### config.mk
export PLATFORM = sky130hd
export DESIGN_NAME = lvd_regif
export DESIGN_NICKNAME = d
export VERILOG_FILES = /design/src/rtl/lvd_regif_pkg.sv /design/src/rtl/lvd_sync.sv /design/src/rtl/lvd_status.sv /design/src/rtl/lvd_csr.sv /design/src/rtl/lvd_regif.sv
export SDC_FILE = /design/constraint.sdc
export NUM_CORES = 1
export LEC_CHECK = 0
export ABC_AREA = 1
export BUFFER_PORTS_ARGS = -buffer_cell sky130_fd_sc_hd__buf_2
export CAP_MARGIN = 20
export CELL_PAD_IN_SITES_DETAIL_PLACEMENT = 2
export CELL_PAD_IN_SITES_GLOBAL_PLACEMENT = 2
export CORE_MARGIN = 2
export CORE_UTILIZATION = 17
export DETAILED_ROUTE_END_ITERATION = 16
export GPL_TIMING_DRIVEN = 0
export PLACE_DENSITY_LB_ADDON = 0.1
export SLEW_MARGIN = 40
export SYNTH_ARGS = -nofsm -noshare
export SYNTH_HDL_FRONTEND = slang
export SYNTH_HIERARCHICAL = 1
export SYNTH_SLANG_ARGS = --single-unit
### constraint.sdc
create_clock -name clk -period 1 [get_ports clk]
set_input_delay 0.1 -clock clk [delete_from_list [all_inputs] [get_ports clk]]
set_output_delay 0.1 -clock clk [all_outputs]
set_load 0.005 [all_outputs]
### src/rtl/lvd_regif_pkg.sv
package lvd_regif_pkg;

    localparam int CTRL_OFS    = 1;
    localparam int SYNC_STAGES = 2;

    typedef enum logic [1:0] {
        PM_FULL     = 2'b00,
        PM_REDUCED  = 2'b01,
        PM_SHUTDOWN = 2'b10,
        PM_RSVD     = 2'b11
    } pwr_mode_e;

    // Byte layout of the control/status location
    typedef struct packed {
        logic [4:0] rsvd;
        logic       status;
        logic       irq_en;
        logic       chg_flag;
    } ctrl_reg_t;

    typedef struct packed {
        logic below;
        logic above;
    } cmp_pair_t;

    // Hysteretic next-status: below wins, above releases, otherwise hold
    function automatic logic next_status(logic full, cmp_pair_t cmp, logic cur);
        if (!full)          return 1'b0;
        else if (cmp.below) return 1'b1;
        else if (cmp.above) return 1'b0;
        else                return cur;
    endfunction

    function automatic ctrl_reg_t pack_ctrl(logic st, logic en, logic fl);
        ctrl_reg_t r;
        r          = '0;
        r.status   = st;
        r.irq_en   = en;
        r.chg_flag = fl;
        return r;
    endfunction

endpackage

### src/rtl/lvd_sync.sv
module lvd_sync #(
    parameter int WIDTH  = 2,
    parameter int STAGES = 2
) (
    input  logic             clk,
    input  logic             rst,
    input  logic [WIDTH-1:0] d_i,
    output logic [WIDTH-1:0] q_o
);

    logic [WIDTH-1:0] chain_q [STAGES];

    always_ff @(posedge clk) begin
        if (rst) begin
            for (int i = 0; i < STAGES; i++) chain_q[i] <= '0;
        end else begin
            chain_q[0] <= d_i;
            for (int i = 1; i < STAGES; i++) chain_q[i] <= chain_q[i-1];
        end
    end

    assign q_o = chain_q[STAGES-1];

endmodule

### src/rtl/lvd_status.sv
module lvd_status
    import lvd_regif_pkg::*;
(
    input  logic      clk,
    input  logic      rst,
    input  cmp_pair_t cmp_i,
    input  logic      full_pwr_i,
    output logic      status_o,
    output logic      change_o
);

    logic status_q, status_d;

    always_comb begin
        status_d = next_status(full_pwr_i, cmp_i, status_q);
        change_o = (status_d != status_q);
    end

    always_ff @(posedge clk) begin
        if (rst) status_q <= 1'b0;
        else     status_q <= status_d;
    end

    assign status_o = status_q;


    pwr_forced_low_chk: assert property (@(posedge clk) disable iff (rst)
        !full_pwr_i |=> !status_o);


    below_sets_chk: assert property (@(posedge clk) disable iff (rst)
        (full_pwr_i && cmp_i.below) |=> status_o);


    between_hold_chk: assert property (@(posedge clk) disable iff (rst)
        (full_pwr_i && !cmp_i.below && !cmp_i.above) |=> $stable(status_o));

endmodule

### src/rtl/lvd_csr.sv
module lvd_csr
    import lvd_regif_pkg::*;
#(
    parameter int ADDR_W = 1
) (
    input  logic              clk,
    input  logic              rst,
    input  logic              wr_en_i,
    input  logic [ADDR_W-1:0] addr_i,
    input  logic [7:0]        wdata_i,
    input  logic              status_i,
    input  logic              change_i,
    output logic [7:0]        rdata_o,
    output logic              irq_o
);

    localparam logic [ADDR_W-1:0] CTRL_ADDR = ADDR_W'(CTRL_OFS);

    ctrl_reg_t wr_fields;
    logic      hit_ctrl, ctrl_wr, clr_req;
    logic      en_q, flag_q, flag_d;
    logic      unused_wbits;

    always_comb begin
        wr_fields = ctrl_reg_t'(wdata_i);
        hit_ctrl  = (addr_i == CTRL_ADDR);
        ctrl_wr   = wr_en_i && hit_ctrl;
        clr_req   = ctrl_wr && wr_fields.chg_flag;
        // set has priority over clear
        if (change_i)     flag_d = 1'b1;
        else if (clr_req) flag_d = 1'b0;
        else              flag_d = flag_q;
    end

    assign unused_wbits = ^{wr_fields.rsvd, wr_fields.status};

    always_ff @(posedge clk) begin
        if (rst) begin
            en_q   <= 1'b0;
            flag_q <= 1'b0;
        end else begin
            flag_q <= flag_d;
            if (ctrl_wr) en_q <= wr_fields.irq_en;
        end
    end

    assign rdata_o = hit_ctrl ? pack_ctrl(status_i, en_q, flag_q) : 8'h00;
    assign irq_o   = flag_q && en_q;


    set_wins_chk: assert property (@(posedge clk) disable iff (rst)
        change_i |=> flag_q);


    w1c_clear_chk: assert property (@(posedge clk) disable iff (rst)
        (wr_en_i && hit_ctrl && wdata_i[0] && !change_i) |=> !flag_q);


    flag_sticky_chk: assert property (@(posedge clk) disable iff (rst)
        (flag_q && !change_i && !(wr_en_i && hit_ctrl && wdata_i[0])) |=> flag_q);


    test_reg_ignore_chk: assert property (@(posedge clk) disable iff (rst)
        (wr_en_i && !hit_ctrl && !change_i) |=> ($stable(en_q) && $stable(flag_q)));

endmodule

### src/rtl/lvd_regif.sv
module lvd_regif
    import lvd_regif_pkg::*;
#(
    parameter int ADDR_W = 1
) (
    input  logic              clk,
    input  logic              rst,
    input  logic              cmp_below_i,
    input  logic              cmp_above_i,
    input  logic [1:0]        pwr_mode_i,
    input  logic              wr_en_i,
    input  logic [ADDR_W-1:0] addr_i,
    input  logic [7:0]        wdata_i,
    output logic [7:0]        rdata_o,
    output logic              irq_o
);

    localparam int CMP_W = $bits(cmp_pair_t);

    cmp_pair_t cmp_raw, cmp_sync;
    logic      full_pwr, status, change;

    assign cmp_raw.below = cmp_below_i;
    assign cmp_raw.above = cmp_above_i;
    assign full_pwr      = (pwr_mode_e'(pwr_mode_i) == PM_FULL);

    lvd_sync #(
        .WIDTH  (CMP_W),
        .STAGES (SYNC_STAGES)
    ) u_sync (
        .clk (clk),
        .rst (rst),
        .d_i (cmp_raw),
        .q_o (cmp_sync)
    );

    lvd_status u_status (
        .clk        (clk),
        .rst        (rst),
        .cmp_i      (cmp_sync),
        .full_pwr_i (full_pwr),
        .status_o   (status),
        .change_o   (change)
    );

    lvd_csr #(
        .ADDR_W (ADDR_W)
    ) u_csr (
        .clk      (clk),
        .rst      (rst),
        .wr_en_i  (wr_en_i),
        .addr_i   (addr_i),
        .wdata_i  (wdata_i),
        .status_i (status),
        .change_i (change),
        .rdata_o  (rdata_o),
        .irq_o    (irq_o)
    );

endmodule

== Word-level counts from Yosys, hierarchy flattened ==
Memory sizes are Yosys's and may differ from the RTL's.
Index checks and enable logic that the tools add are counted.
Cells by class
  eq/ne operators: 1
  muxes and demuxes: 11
  bitwise gates (word level): 2
  reduce and logical (&&, ||, !) cells: 5
Operators by type and width (count)
  1-bit two-way mux: 8
  2-bit two-way mux: 2
  1-bit logical AND: 3
  3-bit two-way mux: 1
  2-bit zero test: 1
  1-bit OR: 2
  2-bit nonzero test: 1
  1-bit inequality test: 1
Storage, ports and cells
  bits in registers: 3
  RAM bits: 4
  input bits: 16
  word-level logic and storage cells: 23
  memories kept: 1
Memories
  u_sync.chain_q: words 2, width 2, rd ports 2, clocked after Yosys merged registers in 0, wr ports 2, RTL line lvd_sync.sv:11  | logic [WIDTH-1:0] chain_q [STAGES];

== Longest topological paths before layout ==
Gate-level depths: netlist (run 1).
An unclocked memory read counts as a cell.
  word-level depth: 6
  depth in mapped cells: 9
  gate-level depth less buffers: 8

== Modules after synthesis ==
Netlist (run 1), hierarchy kept.
Modules (own cells, without submodules)
  lvd_csr: times used 1, cells each 24, area an instance 146.4 um^2
  lvd_sync: times used 1, cells each 14, area an instance 125.1 um^2
  lvd_status: times used 1, cells each 11, area an instance 58.8 um^2
  lvd_regif: times used 1, cells each 1, area an instance 3.8 um^2

== Least setup slack after synthesis (run 1) ==
Ideal clock, no wire load.
  path type: reg2reg
  start: memory u_sync.chain_q[1][0] (netlist: u_sync/chain_q[0][2])
  end: register u_csr.flag_q
  arrival: 757 ps
  data required time: 884 ps
  path slack: 127 ps
  cell stages (with the launch flop): 10
  period minus slack after synthesis: 873 ps
  cells stage by stage: dfxtp_1 > buf_4 > inv_1 > nand2_1 > nand2_1 > nand2_1 > nand2_1 > nand2_1 > inv_1 > a21oi_1
RTL lines
  from (decl): RTL line lvd_sync.sv:11
  to (signal assigned): RTL line lvd_csr.sv:42  | flag_q <= flag_d;
  to (decl): RTL line lvd_csr.sv:21  | logic en_q, flag_q, flag_d;

== Final worst setup path (run 1) ==
  start: register u_csr.flag_q
  end: output port rdata_o[0]
Between the ends
  longest elaborated chain between the ends: 1
RTL lines
  3-bit two-way mux: RTL line lvd_csr.sv:47  | assign rdata_o = hit_ctrl ? pack_ctrl(status_i, en_q, flag_q) : 8'h00;
  to (decl): RTL line lvd_regif.sv:14  | output logic [7:0] rdata_o,
No other way between the ends.

==> results.sh, run 1 <==
export IMPL_nets=88
export IMPL_core_mm2=0.00190
export IMPL_io_buffer_count=13
export IMPL_synthCells=50
export IMPL_worstHoldEndpoint="u_sync/chain_q[0][1]$_SDFF_PP0_"
export IMPL_num_rows=16
export IMPL_grt_max_degree=8
export IMPL_syn_area_per_cell_um2=6.68
export IMPL_grt_pass1_wl_um=1150
export IMPL_fin_area_um2=483
export IMPL_syn_cell_area_um2=334
export IMPL_place_hpwl_um=541
export IMPL_end_kind="primary output"
export IMPL_nFillCells=256
export IMPL_p_per_area_mw_per_mm2=1270
export IMPL_r2r_setup_slack_ps=110
export IMPL_worstHoldPathCells=3
export IMPL_crit_fanout=3
export IMPL_period_minus_slack_ps=888
export IMPL_r2r_start="u_sync/chain_q[0][3]$_SDFF_PP0_"
export IMPL_r2r_cells=8
export IMPL_fp_dieW_um=48.3
export IMPL_routed_wl_um=642
export IMPL_clkTransAtPathRegs_ps=50
export IMPL_initial_core_util_pct=17.6
export IMPL_fmax_ghz=1.13
export IMPL_numClockSinks=7
export IMPL_hold_viol_final=0
export IMPL_htree_levels=1
export IMPL_p_leak_nw=0.283
export IMPL_grt_pass1_vias=278
export IMPL_yosysUniqueCellTypes=8
export IMPL_cts_buffers_inserted=3
export IMPL_hold_buffers=0
export IMPL_cp_start_kind="flop"
export IMPL_fin_skew_ps=2.48
export IMPL_status="finished, final reports clean"
export IMPL_vias_per_cell=3.44
export IMPL_antenna_found_initial=0
export IMPL_ys_warn_count=6
export IMPL_drt_iter0_drc=0
export IMPL_place_area_um2=448
export IMPL_top_level_ports=25
export IMPL_die_area_mm2=0.00234
export IMPL_num_vias=337
export IMPL_routedWlPerCell_um=6.55
export IMPL_cp_required_ps=900
export IMPL_drcViolationCount=0
export IMPL_gp_congestion=0.562
export IMPL_critical_path_top_delay_family="flip-flops"
export IMPL_drv_cap=0
export IMPL_cp_arrival_ps=790
export IMPL_worst_path_max_delay_cell="dfxtp_1"
export IMPL_ctsLongestPathBuffers=2
export IMPL_die_h_um=48.3
export IMPL_clkLatencyLatePin_ps=240
export IMPL_grt_overflow=0
export IMPL_ir_drop_mv=0.455
export IMPL_finalMaxSlewViolations=0
export IMPL_hp_start="cmp_below_i"
export IMPL_root_buffer="clkbuf_4"
export IMPL_ys_seq_area_share_pct=41.9
export IMPL_critPathMaxStageDelay_ps=350
export IMPL_setup_viol=0
export IMPL_r2r_end="u_csr/flag_q$_SDFFE_PP0P_"
export IMPL_track_usage_pct=6.28
export IMPL_fin_crit_sh_pct=88.8
export IMPL_path_cells="nand2_1 > inv_1 > buf_2"
export IMPL_finalSetupTns_ps=0
export IMPL_cts_tree="done"
export IMPL_syn2layout_area_growth_pct=44.6
export IMPL_dr_pass1_iters=1
export IMPL_antenna_cells=0
export IMPL_path_buf_inv=2
export IMPL_yosys_register_bits=7
export IMPL_ant_nets=0
export IMPL_timing_worst_setup_path_type="flop to primary output"
export IMPL_drive_gt1_share_pct=39.4
export IMPL_hp_class="input port to flop"
export IMPL_seq_area_um2=141
export IMPL_multi_input_area_um2=119
-- per-layer routing --
layer / global-route usage (%) / share of wire [%] / vias up
li1: - / - / 173
met1: 7.12 / 38 / 152
met2: 9.72 / 52 / 10
met3: 2.47 / 8.6 / 2
met4: 4.29 / 0.93 / 0
met5: 0 / 0 / -
-- layout make-up --
class | count | area share, %
multi-input combinational | 28 | 24.6
clock buffer | 4 | 5.44
inverter | 12 | 9.33
buffer | 6 | 9.33
timing repair buffer | 14 | 15.0
sequential | 7 | 29.3
tap | 27 | 6.99
-- tightest hold or removal path, delay by kind of cell --
| family | cells | cell delay, ps |
|---|---|---|
| AND/OR/NAND/NOR | 1 | 60 |
| buffers and inverters | 2 | 100 |
-- cell families after synthesis --
family                 after synthesis  synth area share, %
AND/OR/NAND/NOR                     21                 24.7
buffers and inverters               19                 29.2
flip-flops                           7                 41.9
AO/OA/AOI/OAI                        2                 3.00
other                                1                 1.12
-- repair_timing --
action / 4_1_cts / 5_1_grt
endpoints found under the hold margin: 0 / 0
endpoints found under the setup margin: 0 / 2
resized for setup: 0 / 5
setup buffers: 0 / 1
-- cell usage after synthesis --
cell     count  area share [%]
nand3_1      3             4.5
inv_1       12              13
conb_1       1             1.1
nand2_1     12              13
dfxtp_1      7              42
buf_4        7              16
nor2_1       6             6.7
a21oi_1      2             3.0
-- layout by cell type, fill, tap and decap left out --
cell / count
a21oi_1: 2
buf_2: 13
buf_4: 7
clkbuf_1: 1
clkbuf_4: 3
conb_1: 5
dfxtp_1: 6
dfxtp_2: 1
inv_1: 11
inv_2: 1
nand2_1: 9
nand2_2: 3
nand3_1: 3
nor2_1: 6
-- flip-flops by register name (all words and copies together) (netlist names) --
signal / flops
u_sync/chain_q: 4
u_csr/en_q: 1
u_csr/flag_q: 1
u_status/status_o: 1
-- power breakdown --
group          total (mW)  switching (mW)  internal, mW
Sequential          0.296         0.00499         0.291
Combinational      0.0712          0.0328        0.0384
Clock               0.244          0.0929         0.152
-- worst max-delay path by stage --
| stage | cells after the start | slack [ps] | endpoint | startpoint |
|---|---|---|---|---|
| after floorplan | 9 | 130 | u_csr/flag_q$_SDFFE_PP0P_ | u_sync/chain_q[0][2]$_SDFF_PP0_ |
| final | 3 | 110 | rdata_o[0] | u_csr/flag_q$_SDFFE_PP0P_ |
| after global placement | 9 | 50 | u_csr/flag_q$_SDFFE_PP0P_ | u_sync/chain_q[0][2]$_SDFF_PP0_ |
| after detailed placement | 9 | 40 | u_csr/flag_q$_SDFFE_PP0P_ | u_sync/chain_q[0][2]$_SDFF_PP0_ |
| after global routing | 8 | -4 | u_csr/flag_q$_SDFFE_PP0P_ | u_sync/chain_q[0][3]$_SDFF_PP0_ |
| after CTS | 9 | 10 | u_csr/flag_q$_SDFFE_PP0P_ | u_sync/chain_q[0][2]$_SDFF_PP0_ |
-- stage by stage --
| stage | util [%] | cells | hold slack (ps) | total power, mW | setup WS, ps |
|---|---|---|---|---|---|
| floorplan | - | 54 | 169 | 0.341 | 127 |
| global placement | 23.6 | 94 | 301 | 0.371 | 52.3 |
| detailed placement | 23.6 | 94 | 312 | 0.372 | 37.1 |
| CTS | 24.9 | 98 | 51.9 | 0.629 | 11.4 |
| global route | 25.4 | 98 | 53.3 | 0.665 | -3.99 |
| finish | 25.4 | 98 | 58.3 | 0.611 | 112 |
(Power assumes the default switching activity.)
==> run 2, diff against run 1 <==
CAP_MARGIN = 0   (was 20)
CORE_MARGIN = 4   (was 2)
clock period = 0.9 ns   (was 1 ns; I/O delays follow)
==> results.sh, run 2 (synthesis results as in run 1) <==
export IMPL_antenna_cells=0
export IMPL_dp_worst_setup_slack_ps=-57.5
export IMPL_syn2layout_area_growth_pct=48.3
export IMPL_core_mm2=0.00180
export IMPL_ctsLongestPathBuffers=2
export IMPL_grt_overflow=0
export IMPL_drv_cap=0
export IMPL_root_buffer="clkbuf_4"
export IMPL_place_area_um2=445
export IMPL_nets=88
export IMPL_track_usage_pct=6.06
export IMPL_rsz0062_at_grt="true"
export IMPL_cp_start_kind="flop"
export IMPL_whs_ps=50.2
export IMPL_initial_core_util_pct=18.5
export IMPL_timing_worst_setup_path_type="flop to primary output"
export IMPL_numClockSinks=7
export IMPL_status="finished, final reports clean"
export IMPL_cp_required_ps=810
export IMPL_dr_pass1_iters=1
export IMPL_cp_arrival_ps=800
export IMPL_finalMaxSlewViolations=0
export IMPL_drcViolationCount=0
export IMPL_ant_nets=0
export IMPL_grt_max_degree=8
export IMPL_crit_fanout=4
export IMPL_io_buffer_count=13
export IMPL_path_buf_inv=2
export IMPL_fin_crit_sh_pct=98.5
export IMPL_routedWlPerCell_um=7.71
export IMPL_grt_pass1_vias=325
export IMPL_clkTransAtPathRegs_ps=50
export IMPL_end_kind="primary output"
export IMPL_gp_congestion=0.593
export IMPL_critPathMaxStageDelay_ps=350
export IMPL_setup_viol=0
export IMPL_drive_gt1_share_pct=47.9
export IMPL_p_per_area_mw_per_mm2=1390
export IMPL_antenna_found_initial=0
export IMPL_final_cell_mix="12 x buf_2, 9 x inv_1, 8 x nand2_1, 7 x buf_4, 6 x nor2_1"
export IMPL_cts_tree="done"
export IMPL_vias_per_cell=3.48
export IMPL_critical_path_top_delay_family="flip-flops"
export IMPL_mostFrequentLayoutCell="buf_2"
export IMPL_ir_drop_mv=0.599
export IMPL_worst_path_max_delay_cell="dfxtp_4"
export IMPL_fin_skew_ps=2.10
export IMPL_cts_buffers_inserted=3
export IMPL_worst_slack_ps=13.2
export IMPL_htree_levels=1
export IMPL_hold_viol_final=0
export IMPL_die_area_mm2=0.00274
export IMPL_period_minus_slack_ps=887
export IMPL_fp_dieW_um=52.3
export IMPL_drt_iter0_drc=0
export IMPL_place_hpwl_um=625
export IMPL_path_cells="nand2_1 > inv_1 > buf_2"
export IMPL_die_h_um=52.3
export IMPL_largest_reg_flops=4
export IMPL_routed_wl_um=740
export IMPL_finalSetupTns_ps=0
export IMPL_nFillCells=244
export IMPL_fin_area_um2=495
export IMPL_hp_class="input port to flop"
export IMPL_p_leak_nw=0.284
export IMPL_num_vias=334
export IMPL_regMostFlops="u_sync/chain_q"
export IMPL_clkLatencyLatePin_ps=250
export IMPL_top_level_ports=25
export IMPL_num_rows=15
export IMPL_fmax_ghz=1.13
export IMPL_grt_pass1_wl_um=1200
[run 2: through the flow]
step	power (mW)	utilization, %	cells
detailed placement	0.414	24.7	92
global route	0.731	27.5	96
global placement	0.412	24.7	92
floorplan	0.379	-	54
finish	0.689	27.5	96
CTS	0.706	26.4	96
[run 2: what timing repair did]
item / CTS / global route
pin swaps: 2 / 5
buffers inserted: 1 / 1
hold buffers: 0 / 0
gates resized for setup: 4 / 9
setup endpoints to repair: 5 / 5
gates cloned: 0 / 0
[run 2: area by class of cell]
class / instances / area, µm² / share of cell area [%]
inverter: 12 / 45.0 / 9.09
buffer: 5 / 37.5 / 7.58
multi-input combinational: 28 / 121 / 24.5
sequential: 7 / 148 / 29.8
timing repair buffer: 15 / 86.3 / 17.4
tap: 25 / 31.3 / 6.31
clock buffer: 4 / 26.3 / 5.30
[run 2: per-layer routing]
layer  GRT usage [%]  vias up  share of wire (%)
met5               0        -                  0
met2            9.71        9                 52
met1            6.47      151                 44
met3            1.71        2                1.5
li1                -      172                  -
met4            5.11        0                1.6
[run 2: worst paths after layout]
kind	startpoint	to	slack (ps)	cells past startpoint
worst max register to register	u_status/status_o$_SDFF_PP0_	u_csr/flag_q$_SDFFE_PP0P_	60	7
worst max-delay path	u_status/status_o$_SDFF_PP0_	rdata_o[2]	10	3
worst min register to register	u_sync/chain_q[0][0]$_SDFF_PP0_	u_sync/chain_q[0][2]$_SDFF_PP0_	400	2
worst min-delay path	cmp_above_i	u_sync/chain_q[0][0]$_SDFF_PP0_	50	3
[run 2: worst min-delay path: cells and delay by family]
| kind | cells | cell delay [ps] |
|---|---|---|
| buf+inv | 2 | 100 |
| simple gates | 1 | 70 |
[run 2: report_power, final]
| group | switching, mW | leakage, nW | internal (mW) |
|---|---|---|---|
| Clock | 0.109 | 0.0150 | 0.169 |
| Sequential | 0.00616 | 0.0596 | 0.321 |
| Combinational | 0.0382 | 0.210 | 0.0448 |
| Total | 0.154 | 0.284 | 0.535 |
